[src/rtl/ldpc_iter_ctrl.sv]
module ldpc_iter_ctrl #(
  parameter int L        = 256,
  parameter int PIPE_DLY = 4,
  parameter int MAX_ITER = 18,
  parameter int NCHK     = 18,
  localparam int AW      = $clog2(L),
  localparam int IW      = $clog2(MAX_ITER + 1)
) (
  input  logic            clk,
  input  logic            rst_n,
  input  logic            start,
  input  logic [NCHK-1:0] chk_ok,
  output logic            busy,
  output logic [1:0]      mode,
  output logic            rd_en,
  output logic [AW-1:0]   rd_addr,
  output logic            wr_en,
  output logic [AW-1:0]   wr_addr,
  output logic [IW-1:0]   iters,
  output logic            done,
  output logic            converged
);

  localparam int PH = L + PIPE_DLY;
  localparam int CW = $clog2(PH);

  localparam logic [1:0] M_IDLE = 2'd0;
  localparam logic [1:0] M_INIT = 2'd1;
  localparam logic [1:0] M_CHK  = 2'd2;
  localparam logic [1:0] M_VAR  = 2'd3;

  logic [1:0]    st;
  logic [CW-1:0] cnt;
  logic          fail;
  logic [IW-1:0] it;
  logic          done_q;
  logic          conv_q;

  wire last     = (cnt == CW'(PH - 1));
  wire active   = (st != M_IDLE);
  wire sample   = (st == M_CHK) && wr_en;
  wire fail_now = fail | (sample & ~&chk_ok);

  assign busy      = active;
  assign mode      = st;
  assign rd_en     = active && (cnt < CW'(L));
  assign wr_en     = active && (cnt >= CW'(PIPE_DLY));
  assign rd_addr   = rd_en ? AW'(cnt) : '0;
  assign wr_addr   = wr_en ? AW'(cnt - CW'(PIPE_DLY)) : '0;
  assign iters     = it;
  assign done      = done_q;
  assign converged = conv_q;

  always_ff @(posedge clk) begin
    if (!rst_n) begin
      st     <= M_IDLE;
      cnt    <= '0;
      fail   <= 1'b0;
      it     <= '0;
      done_q <= 1'b0;
      conv_q <= 1'b0;
    end else begin
      done_q <= 1'b0;
      if (!active) begin
        if (start) begin
          st     <= M_INIT;
          cnt    <= '0;
          it     <= '0;
          conv_q <= 1'b0;
        end
      end else begin
        fail <= (st == M_CHK && cnt == '0) ? 1'b0 : fail_now;
        if (last) begin
          cnt <= '0;
          case (st)
            M_INIT: st <= M_CHK;
            M_CHK: begin
              if (!fail_now) begin
                st     <= M_IDLE;
                done_q <= 1'b1;
                conv_q <= 1'b1;
              end else begin
                st <= M_VAR;
              end
            end
            default: begin
              it <= it + 1'b1;
              if (it == IW'(MAX_ITER - 1)) begin
                st     <= M_IDLE;
                done_q <= 1'b1;
              end else begin
                st <= M_CHK;
              end
            end
          endcase
        end else begin
          cnt <= cnt + 1'b1;
        end
      end
    end
  end


  done_pulse_chk: assert property (@(posedge clk) disable iff (!rst_n)
    done |=> !done);


  busy_start_chk: assert property (@(posedge clk) disable iff (!rst_n)
    (busy && start && !last) |=> (busy && mode == $past(mode)));


  idle_start_chk: assert property (@(posedge clk) disable iff (!rst_n)
    (!busy && start) |=> (mode == M_INIT && rd_en && rd_addr == '0));


  wr_lag_chk: assert property (@(posedge clk) disable iff (!rst_n)
    (rd_en && wr_en) |-> (AW'(rd_addr - wr_addr) == AW'(PIPE_DLY)));


  init_next_chk: assert property (@(posedge clk) disable iff (!rst_n)
    ($past(mode) == M_INIT && mode != M_INIT) |-> (mode == M_CHK));


  conv_iter_chk: assert property (@(posedge clk) disable iff (!rst_n)
    (done && converged) |-> (iters < IW'(MAX_ITER)));


  unconv_iter_chk: assert property (@(posedge clk) disable iff (!rst_n)
    (done && !converged) |-> (iters == IW'(MAX_ITER)));

endmodule

[config.mk]
export PLATFORM = sky130hd
export DESIGN_NAME = ldpc_iter_ctrl
export DESIGN_NICKNAME = d
export VERILOG_FILES = /design/src/rtl/ldpc_iter_ctrl.sv
export SDC_FILE = /design/constraint.sdc
export NUM_CORES = 1
export LEC_CHECK = 0
export BUFFER_PORTS_ARGS = -buffer_cell sky130_fd_sc_hd__buf_2
export CAP_MARGIN = 30
export CORE_MARGIN = 3
export CORE_UTILIZATION = 45
export DETAILED_ROUTE_END_ITERATION = 16
export GPL_ROUTABILITY_DRIVEN = 0
export GPL_TIMING_DRIVEN = 0
export PLACE_DENSITY = 0.73
export SYNTH_ARGS = -nofsm -noshare
export SYNTH_HDL_FRONTEND = slang
export SYNTH_SLANG_ARGS = --single-unit
[constraint.sdc]
create_clock -name clk -period 2.15 [get_ports clk]
set_input_delay 0.3225 -clock clk [delete_from_list [all_inputs] [get_ports clk]]
set_output_delay 0.3225 -clock clk [all_outputs]
set_load 0.01 [all_outputs]
### Word-level counts from Yosys, hierarchy flattened

Cells that the tools add are included.

| cells by class | value |
|---|---|
| add/sub/neg operators | 3 |
| order comparisons | 2 |
| eq/ne operators | 8 |
| muxes and demuxes | 24 |
| bitwise operators | 2 |
| reductions and logical operators | 14 |

Operators by type and width:

| kind | count |
|---|---|
| $mux W9 | 3 |
| $mux W5 | 4 |
| $reduce_and A18 Y1 | 1 |
| $mux W8 | 2 |
| $mux W2 | 5 |
| $add A9 B1 Y9 const B | 1 |
| $eq A9 B9 Y1 const B | 1 |
| $ge A9 B3 Y1 const B | 1 |
| $logic_not A9 Y1 | 1 |
| $lt A9 B9 Y1 const B | 1 |
| $mux W1 | 8 |
| $sub A8 B3 Y8 const B | 1 |
| $ne A2 B2 Y1 const B | 3 |
| $reduce_and A3 Y1 | 2 |
| $add A5 B1 Y5 const B | 1 |
| $eq A5 B5 Y1 const B | 1 |
| $logic_and A1 B1 Y1 | 4 |
| $pmux W2 S2 | 1 |
| $reduce_and A4 Y1 | 1 |
| $reduce_bool A2 Y1 | 2 |
| $eq A2 B1 Y1 const B | 1 |
| $eq A2 B2 Y1 const B | 1 |
| $ne A2 B1 Y1 const B | 1 |
| $pmux W1 S2 | 1 |
| other kinds (5) | 5 |

| word-level totals | value |
|---|---|
| flip-flop bits (word level) | 19 |
| input bits | 21 |
| output and inout port bits | 28 |
| logic and storage cells | 59 |

### Longest topological paths before layout

| logic depth | value |
|---|---|
| word-level depth | 9 |
| depth in mapped cells | 8 |
| gate-level depth less buffers | 8 |

### Worst setup path before layout

No wires, ideal clock.

| timing path | value |
|---|---|
| path kind | flip-flop to flip-flop |
| start | reg st[0], in the netlist mode[0] |
| end | reg st[0], in the netlist mode[0] |
| library setup time | 87 ps |
| arrival | 1,798 ps |
| required time | 2,063 ps |
| slack | 265 ps |
| stages on the path, launching flop included | 7 |
| path buffers | 0 |
| period minus slack after synthesis | 1,885 ps |
| cells stage by stage | dfxtp_1 > inv_1 > ha_1 > or4b_1 > or2_4 > mux2_4 > o31ai_1 |

| on the way | value |
|---|---|
| cells in the longest elaborated chain, start to end | 9 |
| elaborated cells on any way between the ends | 14 |
| classes of those cells | eq/ne: 3; mux: 4; bitwise: 2; reduce/logical: 5 |

RTL lines:

| item | RTL line | text |
|---|---|---|
| start: declaration | 32 | `logic [1:0] st;` |
| start signal: assignment | 56 | `st <= M_IDLE;` |
| start signal: assignment | 66 | `st <= M_INIT;` |
| start signal: assignment | 76 | `M_INIT: st <= M_CHK;` |
| $reduce_bool A2 Y1 | 40 | `wire active = (st != M_IDLE);` |
| $logic_and A1 B1 Y1 | 47 | `assign wr_en = active && (cnt >= CW'(PIPE_DLY));` |
| $logic_and A1 B1 Y1 | 41 | `wire sample = (st == M_CHK) && wr_en;` |
| $and A1 B1 Y1 | 42 | `wire fail_now = fail \| (sample & ~&chk_ok);` |
| $or A1 B1 Y1 | 42 |  |
| $mux W2 | 78 | `if (!fail_now) begin` |
| $pmux W2 S2 | 75 | `case (st)` |
| $mux W2 | 73 | `if (last) begin` |
| $mux W2 | 64 | `if (!active) begin` |

Several ways; a longest one is shown, not always the timed one. The select of a mux whose other input is x is not followed.
A chain may end at the register's enable or synchronous reset.

### Worst setup path after layout

| timing path | value |
|---|---|
| start | reg cnt[3] |
| end | out wr_addr[7] |

| on the way | value |
|---|---|
| cells in the longest elaborated chain, start to end | 3 |
| elaborated cells on any way between the ends | 4 |
| classes of those cells | add/sub: 1; order compare: 1; mux: 1; reduce/logical: 1 |

RTL lines:

| item | RTL line | text |
|---|---|---|
| start: declaration | 33 | `logic [CW-1:0] cnt;` |
| start signal: assignment | 97 | `cnt <= cnt + 1'b1;` |
| $ge A9 B3 Y1 | 47 |  |
| $logic_and A1 B1 Y1 | 47 |  |
| $mux W8 (*) | 49 | `assign wr_addr = wr_en ? AW'(cnt - CW'(PIPE_DLY)) : '0;` |
| end: declaration | 18 | `output logic [AW-1:0] wr_addr,` |

Mark *: on every way between the ends. The rest lies on a longest branch, timed or not.

==> results.py <==
metrics = {
    "floorplan": {
        "core_um2": 2900,
        "die_w_um": 62.35,
        "top_level_ports": 49,
        "dieHeight_um": 62.35,
        "initial_core_util": 0.4927,
        "dieArea_um2": 3888,
        "std_cell_rows": 19,
    },
    "synth": {
        "netlist_area_um2": 1429,
        "synth_edf_count": 0,
        "yosysUniqueCellTypes": 47,
        "syn_inst": 180,
        "ys.flop_type": "dfxtp_1",
        "synthesis.area_per_instance_um2": 7.938,
        "ys_seq_area_frac": 0.2662,
        "syn-num-nets": 212,
        "postSynth.asyncResetShare": 0,
        "yosys_warnings": 0,
        "ys_ff_latch": 19,
    },
    "clock_tree": {
        "worst_skew_pair.late_latency_ps": 310,
        "clk_pin_slew_ps": 120,
        "cts_buffer_depth": 2,
        "numCtsBuffers": 3,
        "cts-root-buf": "clkbuf_4",
        "cts_tree": "yes",
        "ctsHoldBuffers": 0,
        "cts_sinks": 19,
        "cts_max_level": 1,
    },
    "power_and_ir_drop": {
        "irDropWorstVdd_v": 0.0002750,
        "p_leak_uw": 0.0008535,
        "switching_share": 0.2936,
        "p_switching_uw": 193.6,
        "comb_power_share": 0.165,
        "clkPwrFrac": 0.289,
        "powerDensity_nw_per_um2": 358.7,
        "internal-power_uw": 465.8,
        "pwr-share-seq": 0.547,
    },
    "global_routing": {
        "grt_pass1_vias": 1427,
        "grt_max_degree": 12,
        "antenna_found_initial": 0,
        "grt_pass1_wl_mm": 6.561,
        "grt_use_total": 0.2007,
        "grt_remaining_overflow": 0,
    },
    "sta": {
        "rsz0062_at_grt": "yes",
        "hold_viol": 0,
        "finalWorstSetupSlack_ps": 64.83,
        "final.period_utilization": 0.9698,
        "period_minus_slack_ps": 2085,
        "finalMaxSlewViolations": 0,
        "slew_headroom": 0.6591,
        "setup_viol": 0,
        "skew_ps": 6.752,
        "worst_pin_slew_ps": 510.5,
        "clock.fmax_ghz": 0.4796,
    },
    "place": {
        "dp_hpwl_mm": 2.799,
        "port_buffers": 48,
        "dp_slack_ps": -72.74,
        "place_area_um2": 1722,
    },
    "job": {
        "maxCapViolCount": 0,
    },
    "finish": {
        "area_growth_pct": 28.63,
        "fin_nets": 270,
        "final_area_um2": 1838,
        "num_antenna_cells": 0,
        "drive_above_1_share": 0.3586,
    },
    "setup_path": {
        "crit_buf_inv": 2,
        "required_ps": 1830,
        "crit_type": "register to output pin",
        "critPathCaptureType": "output pin",
        "crit_chain": "buf_4, nor3_1, nor3b_1, xnor2_1, nor2_1, buf_2",
        "critPathMaxFanout": 5,
        "crit_slowest_cell": "dfxtp_4",
        "cp_slowest_stage_delay_ps": 370,
        "critical_path.top_delay_family": "simple AND/OR/NAND/NOR gates",
        "worstPathArrival_ps": 1760,
        "cp-start-kind": "register",
    },
    "drt": {
        "dr.pass1.iters": 4,
        "routedWlPerCell_um": 13.94,
        "vias": 1540,
        "wl_mm": 3.888,
        "drtAntennaViolNets": 0,
        "drc": 0,
        "vias_per_cell": 5.520,
        "drt_iter0_markers": 51,
    },
    "outcome": {
        "status": "completed",
    },
    "hold_path": {
        "hold_path_class": "primary input to register",
    },
}
[cell usage in the layout (no fill, tap or decap), types with 3 or more instances in the layout]
cell	n
xnor2_1	5
and2_1	4
nand3_1	7
dfxtp_1	16
o21ai_0	13
clkbuf_4	4
or4_1	3
nor3_1	10
ha_1	9
or3_1	3
inv_1	12
a211oi_1	3
buf_4	5
nand4_1	7
buf_6	3
a31oi_1	5
a21oi_1	9
nand2_1	12
o31ai_1	3
buf_2	49
nor2_1	12
[through the flow]
stage                     cells    util  power, uW  setup TNS [ps]  hold WS [ps]
final                       279  0.6337      659.4               0         364.5
after global routing        279  0.6337      693.4          -139.6         388.8
after CTS                   276  0.6195      662.2         -0.7812         354.1
after detailed placement    270  0.5936      471.1          -76.81         467.8
after global placement      270  0.5936      468.5          -33.73         452.9
after floorplan             180       -      427.9               0         481.6
[tightest hold or removal path, delay by kind of cell]
family	cells	cell delay (ps)
and+or+nand+nor	2	130
buffers and inverters	1	120
AOI/OAI and AO/OA	1	60
[registers in the layout, indices dropped and copies added (netlist names)]
register   cells
iters          5
done           1
fail           1
mode           2
converged      1
cnt            9
[power by group through the flow]
stage          sequential, uW  clock (uW)  combinational, uW
6_report                  360         190                109
3_5_place_dp              370           0                101
4_1_cts                   361         196                105
3_3_place_gp              370           0               99.0
2_1_floorplan             370           0               58.2
5_1_grt                   361         208                124
[cell type report]
class | count | area [um^2]
fillers | 290 | 1062
multi-input cells | 140 | 982.2
flip-flops and latches | 19 | 389.1
repair buffers | 52 | 270.3
plain buffers | 8 | 61.31
inverters | 14 | 55.05
well taps | 42 | 52.55
clock buffers | 3 | 22.52
clock inverters | 1 | 5.005
[metal layers]
metal / wire, um / GRT usage
met5: 0 / 0
met4: 43 / 0.04132
met3: 376 / 0.06126
met2: 1740 / 0.3387
met1: 1728 / 0.2522
[path summary, 6_finish.rpt]
kind,start,to,cells past startpoint,slack (ps)
hold / removal,start,cnt[7]$_SDFFE_PN0P_,4,360
setup / recovery,cnt[3]$_SDFFE_PN0P_,wr_addr[7],6,60
hold reg to reg,converged$_SDFFE_PN0P_,converged$_SDFFE_PN0P_,2,480
setup reg to reg,cnt[1]$_SDFFE_PN0P_,mode[0]$_SDFFE_PN0P_,5,190
[Yosys cell counts, types with 2 or more instances]
cell / n / area share
a211oi_1: 4 / 0.021
ha_1: 11 / 0.096
a31oi_1: 5 / 0.022
nand4_1: 7 / 0.031
dfxtp_1: 19 / 0.27
o31ai_1: 3 / 0.016
nand3_1: 7 / 0.025
or3_1: 3 / 0.013
buf_6: 3 / 0.024
nand2_1: 12 / 0.032
inv_1: 13 / 0.034
xor2_1: 2 / 0.012
nor3_1: 10 / 0.035
o21ai_0: 13 / 0.046
a21oi_1: 9 / 0.032
nor2_1: 15 / 0.039
clkbuf_1: 3 / 0.0079
and2_1: 4 / 0.018
or4_1: 3 / 0.016
and3_1: 2 / 0.0088
nand2b_1: 2 / 0.0088
xnor2_1: 5 / 0.031
[repair_timing]
item	in CTS	in global routing
pin swaps	1	1
setup buffers	1	3
setup endpoints to repair	17	17
cloned	1	0
resized for setup	12	8
[cells by family after synthesis]
kind of cell    count (synthesis)  synth area share
compound gates                 40            0.1751
xor+xnor                        7           0.04291
fa+ha+maj                      11           0.09632
buf+inv                        22           0.07705
flops                          19            0.2662
mux                             2           0.01751
simple gates                   79            0.3249
Note: power is estimated with default switching activity, not from simulation.
